===== src/rtl/cal_pkg.sv =====
package cal_pkg;
  localparam int unsigned DIGIT_W = 4;
  localparam logic [1:0]  A_MON  = 2'd0;
  localparam logic [1:0]  A_YEAR = 2'd1;
  localparam logic [1:0]  A_CTRL = 2'd2;

  function automatic logic [DIGIT_W-1:0] bcd_inc(input logic [DIGIT_W-1:0] d);
    return (d == 4'd9) ? 4'd0 : d + 4'd1;
  endfunction
endpackage


===== src/rtl/cal_month_ctr.sv =====
module cal_month_ctr
  import cal_pkg::*;
#(
  parameter logic [4:0] INIT_MON = 5'h01
) (
  input  logic       clk,
  input  logic       rst,
  input  logic       tick,
  input  logic       wr,
  input  logic [4:0] wdata,
  output logic [4:0] mon_q,
  output logic       yr_tick
);
  logic [4:0] mon_r = INIT_MON;
  logic [4:0] mon_n;
  logic       wrap;

  assign wrap    = tick && !wr && (mon_r == 5'h12);
  assign yr_tick = wrap;
  assign mon_q   = mon_r;

  always_comb begin
    mon_n = mon_r;
    if (wr)
      mon_n = wdata;
    else if (tick) begin
      if (wrap)
        mon_n = 5'h01;
      else if (mon_r[3:0] == 4'd9)
        mon_n = 5'h10;
      else
        mon_n = {mon_r[4], bcd_inc(mon_r[3:0])};
    end
  end

  always_ff @(posedge clk) mon_r <= mon_n;

  a_r5_wrap_to_jan: assert property (@(posedge clk) disable iff (rst)
    (tick && !wr && mon_r == 5'h12) |=> (mon_r == 5'h01));
  a_r9_write_wins: assert property (@(posedge clk) disable iff (rst)
    wr |=> (mon_r == $past(wdata)));
  a_r8_hold_idle: assert property (@(posedge clk) disable iff (rst)
    (!tick && !wr) |=> $stable(mon_r));
endmodule


===== src/rtl/cal_year_ctr.sv =====
module cal_year_ctr
  import cal_pkg::*;
#(
  parameter int unsigned YR_DIGITS = 4,
  parameter int unsigned YR_W = YR_DIGITS * DIGIT_W,
  parameter logic [YR_W-1:0] INIT_YR = '0
) (
  input  logic            clk,
  input  logic            rst,
  input  logic            tick,
  input  logic            wr,
  input  logic [YR_W-1:0] wdata,
  output logic [YR_W-1:0] yr_q
);
  logic [YR_W-1:0]    yr_r = INIT_YR;
  logic [YR_W-1:0]    yr_inc;
  logic [YR_DIGITS:0] cy;

  assign cy[0] = tick;

  for (genvar i = 0; i < YR_DIGITS; i++) begin : g_digit
    logic [DIGIT_W-1:0] d;
    assign d = yr_r[i*DIGIT_W +: DIGIT_W];
    assign cy[i+1] = cy[i] && (d == 4'd9);
    assign yr_inc[i*DIGIT_W +: DIGIT_W] = cy[i] ? bcd_inc(d) : d;
  end

  always_ff @(posedge clk) begin
    if (wr)        yr_r <= wdata;
    else if (tick) yr_r <= yr_inc;
  end

  assign yr_q = yr_r;

  a_r7_wrap_zero: assert property (@(posedge clk) disable iff (rst)
    (tick && !wr && yr_r == {YR_DIGITS{4'd9}}) |=> (yr_r == '0));
  a_r8_year_hold: assert property (@(posedge clk) disable iff (rst)
    (!tick && !wr) |=> $stable(yr_r));
endmodule


===== src/rtl/cal_regif.sv =====
module cal_regif
  import cal_pkg::*;
#(
  parameter int unsigned ADDR_W = 2,
  parameter int unsigned YR_W = 16
) (
  input  logic              clk,
  input  logic              rst,
  input  logic              bus_wr,
  input  logic              bus_rd,
  input  logic [ADDR_W-1:0] bus_addr,
  input  logic [YR_W-1:0]   bus_wdata,
  input  logic [4:0]        mon_q,
  input  logic [YR_W-1:0]   yr_q,
  output logic              run,
  output logic              mon_wr,
  output logic              yr_wr,
  output logic              rd_valid,
  output logic [YR_W-1:0]   rd_data
);
  logic            run_r;
  logic [YR_W-1:0] rd_mux;

  assign mon_wr = bus_wr && (bus_addr == ADDR_W'(A_MON));
  assign yr_wr  = bus_wr && (bus_addr == ADDR_W'(A_YEAR));
  assign run    = run_r;

  always_comb begin
    rd_mux = '0;
    if (bus_addr == ADDR_W'(A_MON))       rd_mux = YR_W'(mon_q);
    else if (bus_addr == ADDR_W'(A_YEAR)) rd_mux = yr_q;
    else if (bus_addr == ADDR_W'(A_CTRL)) rd_mux = YR_W'(run_r);
  end

  always_ff @(posedge clk) begin
    if (rst) begin
      run_r    <= 1'b0;
      rd_valid <= 1'b0;
      rd_data  <= '0;
    end else begin
      if (bus_wr && bus_addr == ADDR_W'(A_CTRL)) run_r <= bus_wdata[0];
      rd_valid <= bus_rd;
      if (bus_rd) rd_data <= rd_mux;
    end
  end

  a_r1_month_high_zero: assert property (@(posedge clk) disable iff (rst)
    (bus_rd && bus_addr == ADDR_W'(A_MON)) |=> (rd_data[YR_W-1:5] == '0));
  a_r11_rd_latency: assert property (@(posedge clk) disable iff (rst)
    bus_rd |=> rd_valid);
  a_r3_ctrl_high_zero: assert property (@(posedge clk) disable iff (rst)
    (bus_rd && bus_addr == ADDR_W'(A_CTRL)) |=> (rd_data[YR_W-1:1] == '0));
endmodule


===== src/rtl/cal_month_year.sv =====
module cal_month_year
  import cal_pkg::*;
#(
  parameter int unsigned ADDR_W = 2,
  parameter int unsigned YR_DIGITS = 4,
  parameter int unsigned YR_W = YR_DIGITS * DIGIT_W,
  parameter logic [4:0]      INIT_MON = 5'h01,
  parameter logic [YR_W-1:0] INIT_YR = '0
) (
  input  logic              clk,
  input  logic              rst,
  input  logic              day_carry,
  input  logic              bus_wr,
  input  logic              bus_rd,
  input  logic [ADDR_W-1:0] bus_addr,
  input  logic [YR_W-1:0]   bus_wdata,
  output logic              rd_valid,
  output logic [YR_W-1:0]   rd_data
);
  logic            run, mon_wr, yr_wr, yr_tick, mon_tick;
  logic [4:0]      mon_q;
  logic [YR_W-1:0] yr_q;

  assign mon_tick = day_carry && run;

  cal_regif #(.ADDR_W(ADDR_W), .YR_W(YR_W)) u_regif (
    .clk(clk), .rst(rst), .bus_wr(bus_wr), .bus_rd(bus_rd),
    .bus_addr(bus_addr), .bus_wdata(bus_wdata), .mon_q(mon_q), .yr_q(yr_q),
    .run(run), .mon_wr(mon_wr), .yr_wr(yr_wr),
    .rd_valid(rd_valid), .rd_data(rd_data)
  );

  cal_month_ctr #(.INIT_MON(INIT_MON)) u_mon (
    .clk(clk), .rst(rst), .tick(mon_tick), .wr(mon_wr),
    .wdata(bus_wdata[4:0]), .mon_q(mon_q), .yr_tick(yr_tick)
  );

  cal_year_ctr #(.YR_DIGITS(YR_DIGITS), .YR_W(YR_W), .INIT_YR(INIT_YR)) u_year (
    .clk(clk), .rst(rst), .tick(yr_tick), .wr(yr_wr),
    .wdata(bus_wdata), .yr_q(yr_q)
  );

  a_r10_reset_keeps: assert property (@(posedge clk)
    (rst && !bus_wr) |=> ($stable(mon_q) && $stable(yr_q)));
endmodule


===== config.mk =====
export PLATFORM = sky130hd
export DESIGN_NAME = cal_month_year
export DESIGN_NICKNAME = d
export VERILOG_FILES = /design/src/rtl/cal_pkg.sv /design/src/rtl/cal_month_ctr.sv /design/src/rtl/cal_year_ctr.sv /design/src/rtl/cal_regif.sv /design/src/rtl/cal_month_year.sv
export SDC_FILE = /design/constraint.sdc
export NUM_CORES = 1
export LEC_CHECK = 0
export ABC_CLOCK_PERIOD_IN_PS = 5000
export BUFFER_PORTS_ARGS = -buffer_cell sky130_fd_sc_hd__buf_2
export CAP_MARGIN = 20
export CORE_ASPECT_RATIO = 1.4
export CORE_MARGIN = 4
export CORE_UTILIZATION = 38
export DETAILED_ROUTE_END_ITERATION = 8
export GPL_TIMING_DRIVEN = 1
export SYNTH_ARGS = -nofsm -noshare
export SYNTH_HDL_FRONTEND = slang
export SYNTH_SLANG_ARGS = --single-unit

===== constraint.sdc =====
create_clock -name clk -period 5 [get_ports clk]
set_clock_uncertainty 0.05 [all_clocks]
set_input_delay 1 -clock clk [delete_from_list [all_inputs] [get_ports clk]]
set_output_delay 1 -clock clk [all_outputs]
set_load 0.005 [all_outputs]

== After elaboration in Yosys (flattened, before gate mapping) ==
Cells that the tools add are included.
Storage, ports and cells
  flip-flop bits (word level): 39
  bits of input ports: 23
  output and inout port bits: 17
  logic and storage cells: 59
Operators by class
  add/sub/neg operators: 5
  equal/unequal tests: 8
  multiplexer cells: 16
  reductions and logical operators: 21
Operator list (number)
  16-bit two-way mux: 4
  4-bit two-way mux: 7
  4-bit by 1-bit adder with 4-bit output, second input constant: 5
  4-bit equality test, second input constant: 5
  5-bit two-way mux: 4
  2-bit nonzero test: 5
  1-bit logical AND: 9
  2-bit AND reduction: 4
  5-bit equality test, second input constant: 1
  3-bit nonzero test: 1
  2-bit by 1-bit equality test with 1-bit output, second input constant: 1
  2-bit equality test, second input constant: 1
  2-bit logical NOT: 1
  1-bit logical NOT: 1
  1-bit two-way mux: 1

== Logic depth before layout (Yosys ltp) ==
Gate-level depths: netlist of the first run.
  depth in word-level cells: 11
  gate-level depth with buffers: 5
  gate-level depth less buffers: 3

== By module ==
From an unflattened synthesis of the first run, not the netlist that was laid out.
Second synthesis, totals
  cells, all modules: 221
  area, all modules: 2117.0 µm²
Modules (own cells, without submodules)
  cal_year_ctr: instances 1, cells each 104, area each 993.5 µm², sequential area each 480.5 µm²
  cal_regif: instances 1, cells each 86, area each 799.5 µm², sequential area each 360.3 µm²
  cal_month_ctr: instances 1, cells each 30, area each 317.8 µm², sequential area each 150.1 µm²
  cal_month_year: instances 1, cells each 1, area each 6.3 µm², sequential area each 0.0 µm²

== Worst setup path before layout of the first run ==
No wires, ideal clock.
  path kind: in2reg
  start point: input day_carry
  end point: register u_year.yr_r[10] (netlist: u_year.yr_q[10]) (enable)
  library setup time: 0.361 ns
  arrival: 1.736 ns
  required time: 4.589 ns
  setup slack: 2.852 ns
  cell stages on the path: 3
  path buffers: 0
  cell sequence: and4bb_2 -> nand4_1 -> o21ai_0
On the way
  cells in the longest elaborated chain, start to end: 7
  elaborated cells on any way between the ends: 8
  those cells by class: 8 x reduce/logical
Ends and longest elaborated chain
  from (decl): line cal_month_year.sv:12  | input logic day_carry,
  1-bit logical AND *: line cal_month_year.sv:24  | assign mon_tick = day_carry && run;
  1-bit logical AND * (2 in series): line cal_month_ctr.sv:18  | assign wrap = tick && !wr && (mon_r == 5'h12);
  1-bit logical AND (2 in series): line cal_year_ctr.sv:24  | assign cy[i+1] = cy[i] && (d == 4'd9);
  2-bit nonzero test (no line)
  2-bit AND reduction (no line) *
  to (signal assigned): line cal_year_ctr.sv:29  | if (wr) yr_r <= wdata;
  to (signal assigned): line cal_year_ctr.sv:30  | else if (tick) yr_r <= yr_inc;
  to (decl): line cal_year_ctr.sv:15  | logic [YR_W-1:0] yr_r = INIT_YR;
Mark *: on every way between the ends. The rest lies on a longest branch, timed or not.
A chain may end at the register's enable or synchronous reset.

== Worst setup path in the final report of the first run ==
  start point: input bus_addr[0]
  end point: register u_year.yr_r[10] (netlist: u_year.yr_q[10]) (enable)
On the way
  cells in the longest elaborated chain, start to end: 9
  elaborated cells on any way between the ends: 12
  those cells by class: 1 x eq/ne; 11 x reduce/logical
Ends and longest elaborated chain
  from (decl): line cal_month_year.sv:15  | input logic [ADDR_W-1:0] bus_addr,
  2-bit logical NOT: line cal_regif.sv:24  | assign mon_wr = bus_wr && (bus_addr == ADDR_W'(A_MON));
  1-bit logical AND: line cal_regif.sv:24
  1-bit logical NOT: line cal_month_ctr.sv:18
  1-bit logical AND (2 in series): line cal_month_ctr.sv:18
  1-bit logical AND (2 in series): line cal_year_ctr.sv:24
  2-bit nonzero test (no line)
  2-bit AND reduction (no line) *
Marks and branches as above.

==> results of run 1 <==
## stage by stage
stage / power, W / hold slack [ns] / worst slack [ns]
CTS: 0.000650 / 0.432 / 2.72
floorplan: 0.000407 / 0.417 / 2.85
global route: 0.000675 / 0.470 / 2.61
finish: 0.000642 / 0.428 / 2.73
detailed placement: 0.000431 / 0.417 / 2.42
global placement: 0.000430 / 0.416 / 2.50
## worst reg2reg max path: cells and delay by family (launching register included)
family | cells | cell delay [ns]
DFF | 1 | 0.52
AOI/OAI and AO/OA | 1 | 0.52
and+or+nand+nor | 2 | 0.54
## layout make-up
class	instances	share of cell area, %
Sequential cell	39	41.8
Timing Repair Buffer	39	8.23
Multi-Input combinational cell	167	41.5
Tap cell	66	3.48
Inverter	6	0.950
Clock buffer	7	3.64
Clock inverter	1	0.369
## power groups by stage
| stage | clock network (W) | registers [W] | logic [W] |
|---|---|---|---|
| detailed placement | 0 | 0.000367 | 0.0000634 |
| global route | 0.000242 | 0.000362 | 0.0000716 |
| floorplan | 0 | 0.000364 | 0.0000429 |
| CTS | 0.000226 | 0.000360 | 0.0000638 |
| global placement | 0 | 0.000367 | 0.0000628 |
| finish | 0.000219 | 0.000360 | 0.0000628 |
## layer usage
metal	wire length [um]	share of wire [%]	vias to the layer above	GRT usage (%)
met1	1870	42	767	16.4
met3	206	4.6	8	3.06
met2	2300	51	44	24.4
li1	-	-	841	-
met4	108	2.4	0	7.19
met5	0	0	-	0
## kinds of logic (layout without fill, tap and decap cells)
logic type / Yosys count / in the layout / share of synthesized area [%]
DFF: 39 / 39 / 48.1
xor gates and xnor gates: 6 / 6 / 2.55
muxes: 7 / 7 / 3.71
AOI/OAI and AO/OA: 51 / 51 / 13.8
and+or+nand+nor: 103 / 103 / 27.8
buffers and inverters: 17 / 53 / 4.01
## state kept, by name, indices dropped and copies added, names as in the netlist
register,flops
u_regif.rd_valid,1
u_mon.mon_q,5
u_regif.run,1
u_year.yr_q,16
u_regif.rd_data,16
## cell usage in the layout, fill, tap and decap left out, types with 2 or more instances in the layout
cell type	netlist	final
nor2_1	32	32
nor2b_1	27	27
inv_1	6	6
mux2i_1	2	2
and4bb_2	2	2
nand4_1	2	2
nand3b_1	4	4
a21oi_1	22	22
a31oi_1	8	8
o21ai_0	16	16
xor2_1	6	6
nand2b_1	5	5
dfxtp_1	18	18
and3b_1	6	6
nand2_1	17	17
and2b_1	2	2
buf_2	2	39
edfxtp_1	21	21
clkbuf_8	0	6
mux2_2	5	5
## path summary, 6_finish.rpt
kind	depth (start not counted)	slack (ns)	from	to
worst min register to register	2	0.43	u_regif.rd_data[0]	u_regif.rd_data[0]
worst max-delay path	4	2.73	bus_addr[0]	u_year.yr_q[10]
worst max register to register	3	3.00	u_mon.mon_q[0]	u_year.yr_q[10]
worst min-delay path	2	0.43	u_regif.rd_data[0]	u_regif.rd_data[0]
==> qor.csv, run 1 <==
metric;value;unit
Switching Share;23.4;%
Worst slew margin;61.4;%
Mapped Avg Cell Area;9.23;sq um
WL final;4480;um
critical path type;input port to flip-flop;
grt total ovfl;0;
max_cap viols;0;
Yosys Warn Count;0;
CTS root buffer;clkbuf_8;
Design Area, Final;0.00237;sq mm
die width;70.2;um
crit end category;flip-flop;
core area;0.00520;sq mm
peak supply drop;175;uV
Mapped Cells;223;
layout cells sized above 1;22.0;%
async set-reset flop share out of synthesis;0;%
Area after DPL;0.00228;sq mm
CP Data Required Time;4.87;ns
die area;0.00667;sq mm
Reg area;991;sq um
clk slew on worst S/H paths;0.07;ns
wire per inst;13.8;um
net switching power;0.000150;W
hold buffer count at CTS;0;
Logic pwr share;9.8;%
initial antenna violation count;0;
number of synthesized flops with an enable pin;21;
critical-path cell list;buf_2, or3b_4, nand4_1, o21ai_0;
Ports;40;
register area share after synthesis;48.1;%
via count;1660;
Critical Path Slowest Stage Cell;o21ai_0;
Min Clock Period, post-route;2.27;ns
Hold WC Path Type;flip-flop to flip-flop;
Post-Layout Cell Count;325;
Placed Cells;317;
Max Slew Vio Count;0;
Clock Sinks;39;
DP HPWL;3380;um
Seq pwr share;56.1;%
vias per cell;5.11;
Synth cell types;35;
die extent in y;95.1;um
ant diodes;0;
Max Root-Sink Buffers;2;
Syn Nets;246;
Synth Flop Type;edfxtp_1;
Final #Nets;281;
largest net degree at the start of global routing;28;
max frequency;0.440;GHz
H-tree Lvls;2;
gpl congestion;0.733;
critical path's top delay family;compound AO/OA/AOI/OAI gates;
share of the synthesized area in the top cell type;30.6;%
leakage;0.998;nW
Fin. Hold Viols;0;
vias in the first global route;1531;
Num CTS Buffers;5;
initial core utilization;39.6;%
final core utilization;45.6;%
internal power;0.000492;W
endpoints failing setup;0;
top-count cell post-synth;nor2_1;
Clock Power Share;34.2;%
TritonRoute pass-1 iters;4;
WP buf/inv;1;
RSZ-0062 raised after global routing;no;
Tcrit/Tclk final;45.4;%
post-synth top area cell;edfxtp_1;
Crit path arrival time;2.14;ns
outcome;complete, no violations;
synthesis-stage register bit count;39;
setup TNS;0;ns
multi-input combinational cell area;985;sq um
synth top area cells;edfxtp_1, dfxtp_1, nor2b_1;
# rows;31;
IO buf count;39;
first-pass GRT wire length;7400;um
DRC viols;0;
TritonCTS clock tree;done;
post-cts sizing count;0;
Setup Fix Bufs, Post-CTS;0;
GRT Total Usage;14.1;%
Post-Synthesis Cell Area;0.00206;sq mm
commonest cells in the netlist;nor2_1, nor2b_1, a21oi_1;
CP peak stage delay;0.52;ns
initial drt markers;92;
Worst-Margin Slew;0.573;ns
startpoint types;input port;
Layout area overhead;15.2;%
CP max FO;13;
total power density per cell area;271;mW/mm^2
Fillers;534;
antenna-violating nets left;0;
Clock Latency Late Sink;0.29;ns
No activity file was read; power rests on OpenSTA's default activity.
==> run 2, diff against run 1 <==
Settings changed: ABC_CLOCK_PERIOD_IN_PS 5000 to 2000.
Clock period 5 ns to 2 ns, I/O delays scaled along.
==> run 2 against run 1 <==
Effect of this change: critical endpoint is now u_year.yr_q[14]; first-iteration DRC count decreased by 8.7%; utilization up 0.79 points; wire length decreased by 1.6%; cell count rose by 2.2%; critical path depth is the same; non-clock buffer count rose by 7; worst hold slack got worse by 0.087 ns; count of clock-buffer cells in the layout shrank 1; via count down 0.90%; die area unchanged; flip-flop and latch count stayed put; total power is 150% higher.
==> qor.csv, run 2 (synthesis gave the netlist of run 1 again) <==
metric;value;unit
IO buf count;39;
post-cts sizing count;0;
wire per inst;13.3;um
Ports;40;
layout cells sized above 1;24.1;%
hold buffer count at CTS;0;
Hold WC Path Type;input port to flip-flop;
core area;0.00520;sq mm
Design Area, Final;0.00241;sq mm
most frequent cells in the layout;buf_2, nor2_1, nor2b_1;
final core utilization;46.4;%
GRT Total Usage;14.0;%
gpl congestion;0.771;
crit end category;flip-flop;
TritonRoute pass-1 iters;6;
grt total ovfl;0;
clk slew on worst S/H paths;0.08;ns
WL final;4410;um
Reg-to-Reg Start;u_year.yr_q[1];
Max Slew Vio Count;0;
initial antenna violation count;0;
max frequency;0.598;GHz
Worst-Margin Slew;0.387;ns
via count;1645;
max_cap viols;0;
CTS root buffer;clkbuf_8;
outcome;complete, no violations;
FF-to-FF path depth;4;
die extent in y;95.1;um
RSZ-0062 raised after global routing;no;
critical path's top delay family;flip-flops;
Placed Cells;324;
die width;70.2;um
Clock Latency Late Sink;0.29;ns
Clock Sinks;39;
H-tree Lvls;2;
vias in the first global route;1537;
critical-path cell list;nor4bb_1, nand4_1, o21ai_0, buf_4;
Critical Path Slowest Stage Cell;edfxtp_1;
vias per cell;4.95;
leakage;1.03;nW
Max Root-Sink Buffers;2;
CP peak stage delay;0.51;ns
ant diodes;0;
Num CTS Buffers;5;
CP Data Required Time;1.96;ns
FF-to-FF setup slack;0.33;ns
CP max FO;7;
endpoints failing setup;0;
HP Start;bus_wdata[0];
Layout area overhead;17.2;%
Area after DPL;0.00233;sq mm
total power density per cell area;656;mW/mm^2
commonest non-fill, non-tap cell in the layout;buf_2;
initial core utilization;39.6;%
largest net degree at the start of global routing;19;
setup TNS;0;ns
TritonCTS clock tree;done;
reg-to-reg endpoint;u_year.yr_q[14];
peak supply drop;503;uV
WHS;0.341;ns
DP HPWL;3420;um
DRC viols;0;
Fin. Hold Viols;0;
Crit path arrival time;1.64;ns
Worst slew margin;74.2;%
Tcrit/Tclk final;83.6;%
critical path type;flip-flop to flip-flop;
# rows;31;
die area;0.00667;sq mm
first-pass GRT wire length;7380;um
startpoint types;flip-flop;
Final #Nets;288;
Min Clock Period, post-route;1.67;ns
Post-Layout Cell Count;332;
initial drt markers;84;
hold depth;3;
antenna-violating nets left;0;
WHS Endpoint;u_regif.run;
WP buf/inv;1;
Setup Fix Bufs, Post-CTS;0;
[run 2: layer usage]
| metal | GRT usage (%) | vias to the layer above | routed length [um] | share of wire, % |
|---|---|---|---|---|
| li1 | - | 855 | - | - |
| met1 | 16.4 | 759 | 1920 | 44 |
| met2 | 24.9 | 27 | 2240 | 51 |
| met4 | 5.27 | 0 | 73 | 1.7 |
| met3 | 3.27 | 4 | 179 | 4.1 |
| met5 | 0 | - | 0 | 0 |
[run 2: area by class of cell]
class | count | area, sq um
Fill cell | 549 | 2790
Multi-Input combinational cell | 167 | 985
Sequential cell | 39 | 991
Clock inverter | 2 | 11.3
Tap cell | 66 | 82.6
Timing Repair Buffer | 46 | 248
Inverter | 6 | 22.5
Clock buffer | 6 | 72.6
[run 2: worst max path at each step]
| stage | slack [ns] | start | to | cells past startpoint |
|---|---|---|---|---|
| after global placement | 0.23 | bus_addr[0] | u_year.yr_q[14] | 5 |
| after detailed placement | 0.22 | bus_addr[0] | u_year.yr_q[14] | 5 |
| after CTS | 0.32 | u_year.yr_q[1] | u_year.yr_q[12] | 4 |
| after floorplan | 0.29 | u_mon.mon_q[0] | u_year.yr_q[10] | 4 |
| after global routing | 0.14 | u_year.yr_q[1] | u_year.yr_q[14] | 4 |
| final | 0.33 | u_year.yr_q[1] | u_year.yr_q[14] | 4 |
[run 2: through the flow]
stage	power, W	setup slack (ns)
6_report	0.00158	0.328
3_5_place_dp	0.00108	0.219
5_1_grt	0.00165	0.144
4_1_cts	0.00160	0.319
3_3_place_gp	0.00108	0.234
2_1_floorplan	0.00102	0.286
[run 2: where the power goes]
part / total, W / leakage (nW) / switching, W / internal (W)
Clock: 0.000520 / 0.0455 / 0.000275 / 0.000245
Sequential: 0.000897 / 0.340 / 0.0000232 / 0.000874
Combinational: 0.000165 / 0.644 / 0.0000842 / 0.0000804
[run 2: worst reg2reg max path, cell delays in order (launching register included)]
cell and delay, ns:
edfxtp_1 0.51, nor4bb_1 0.31, nand4_1 0.18, o21ai_0 0.19, buf_4 0.15
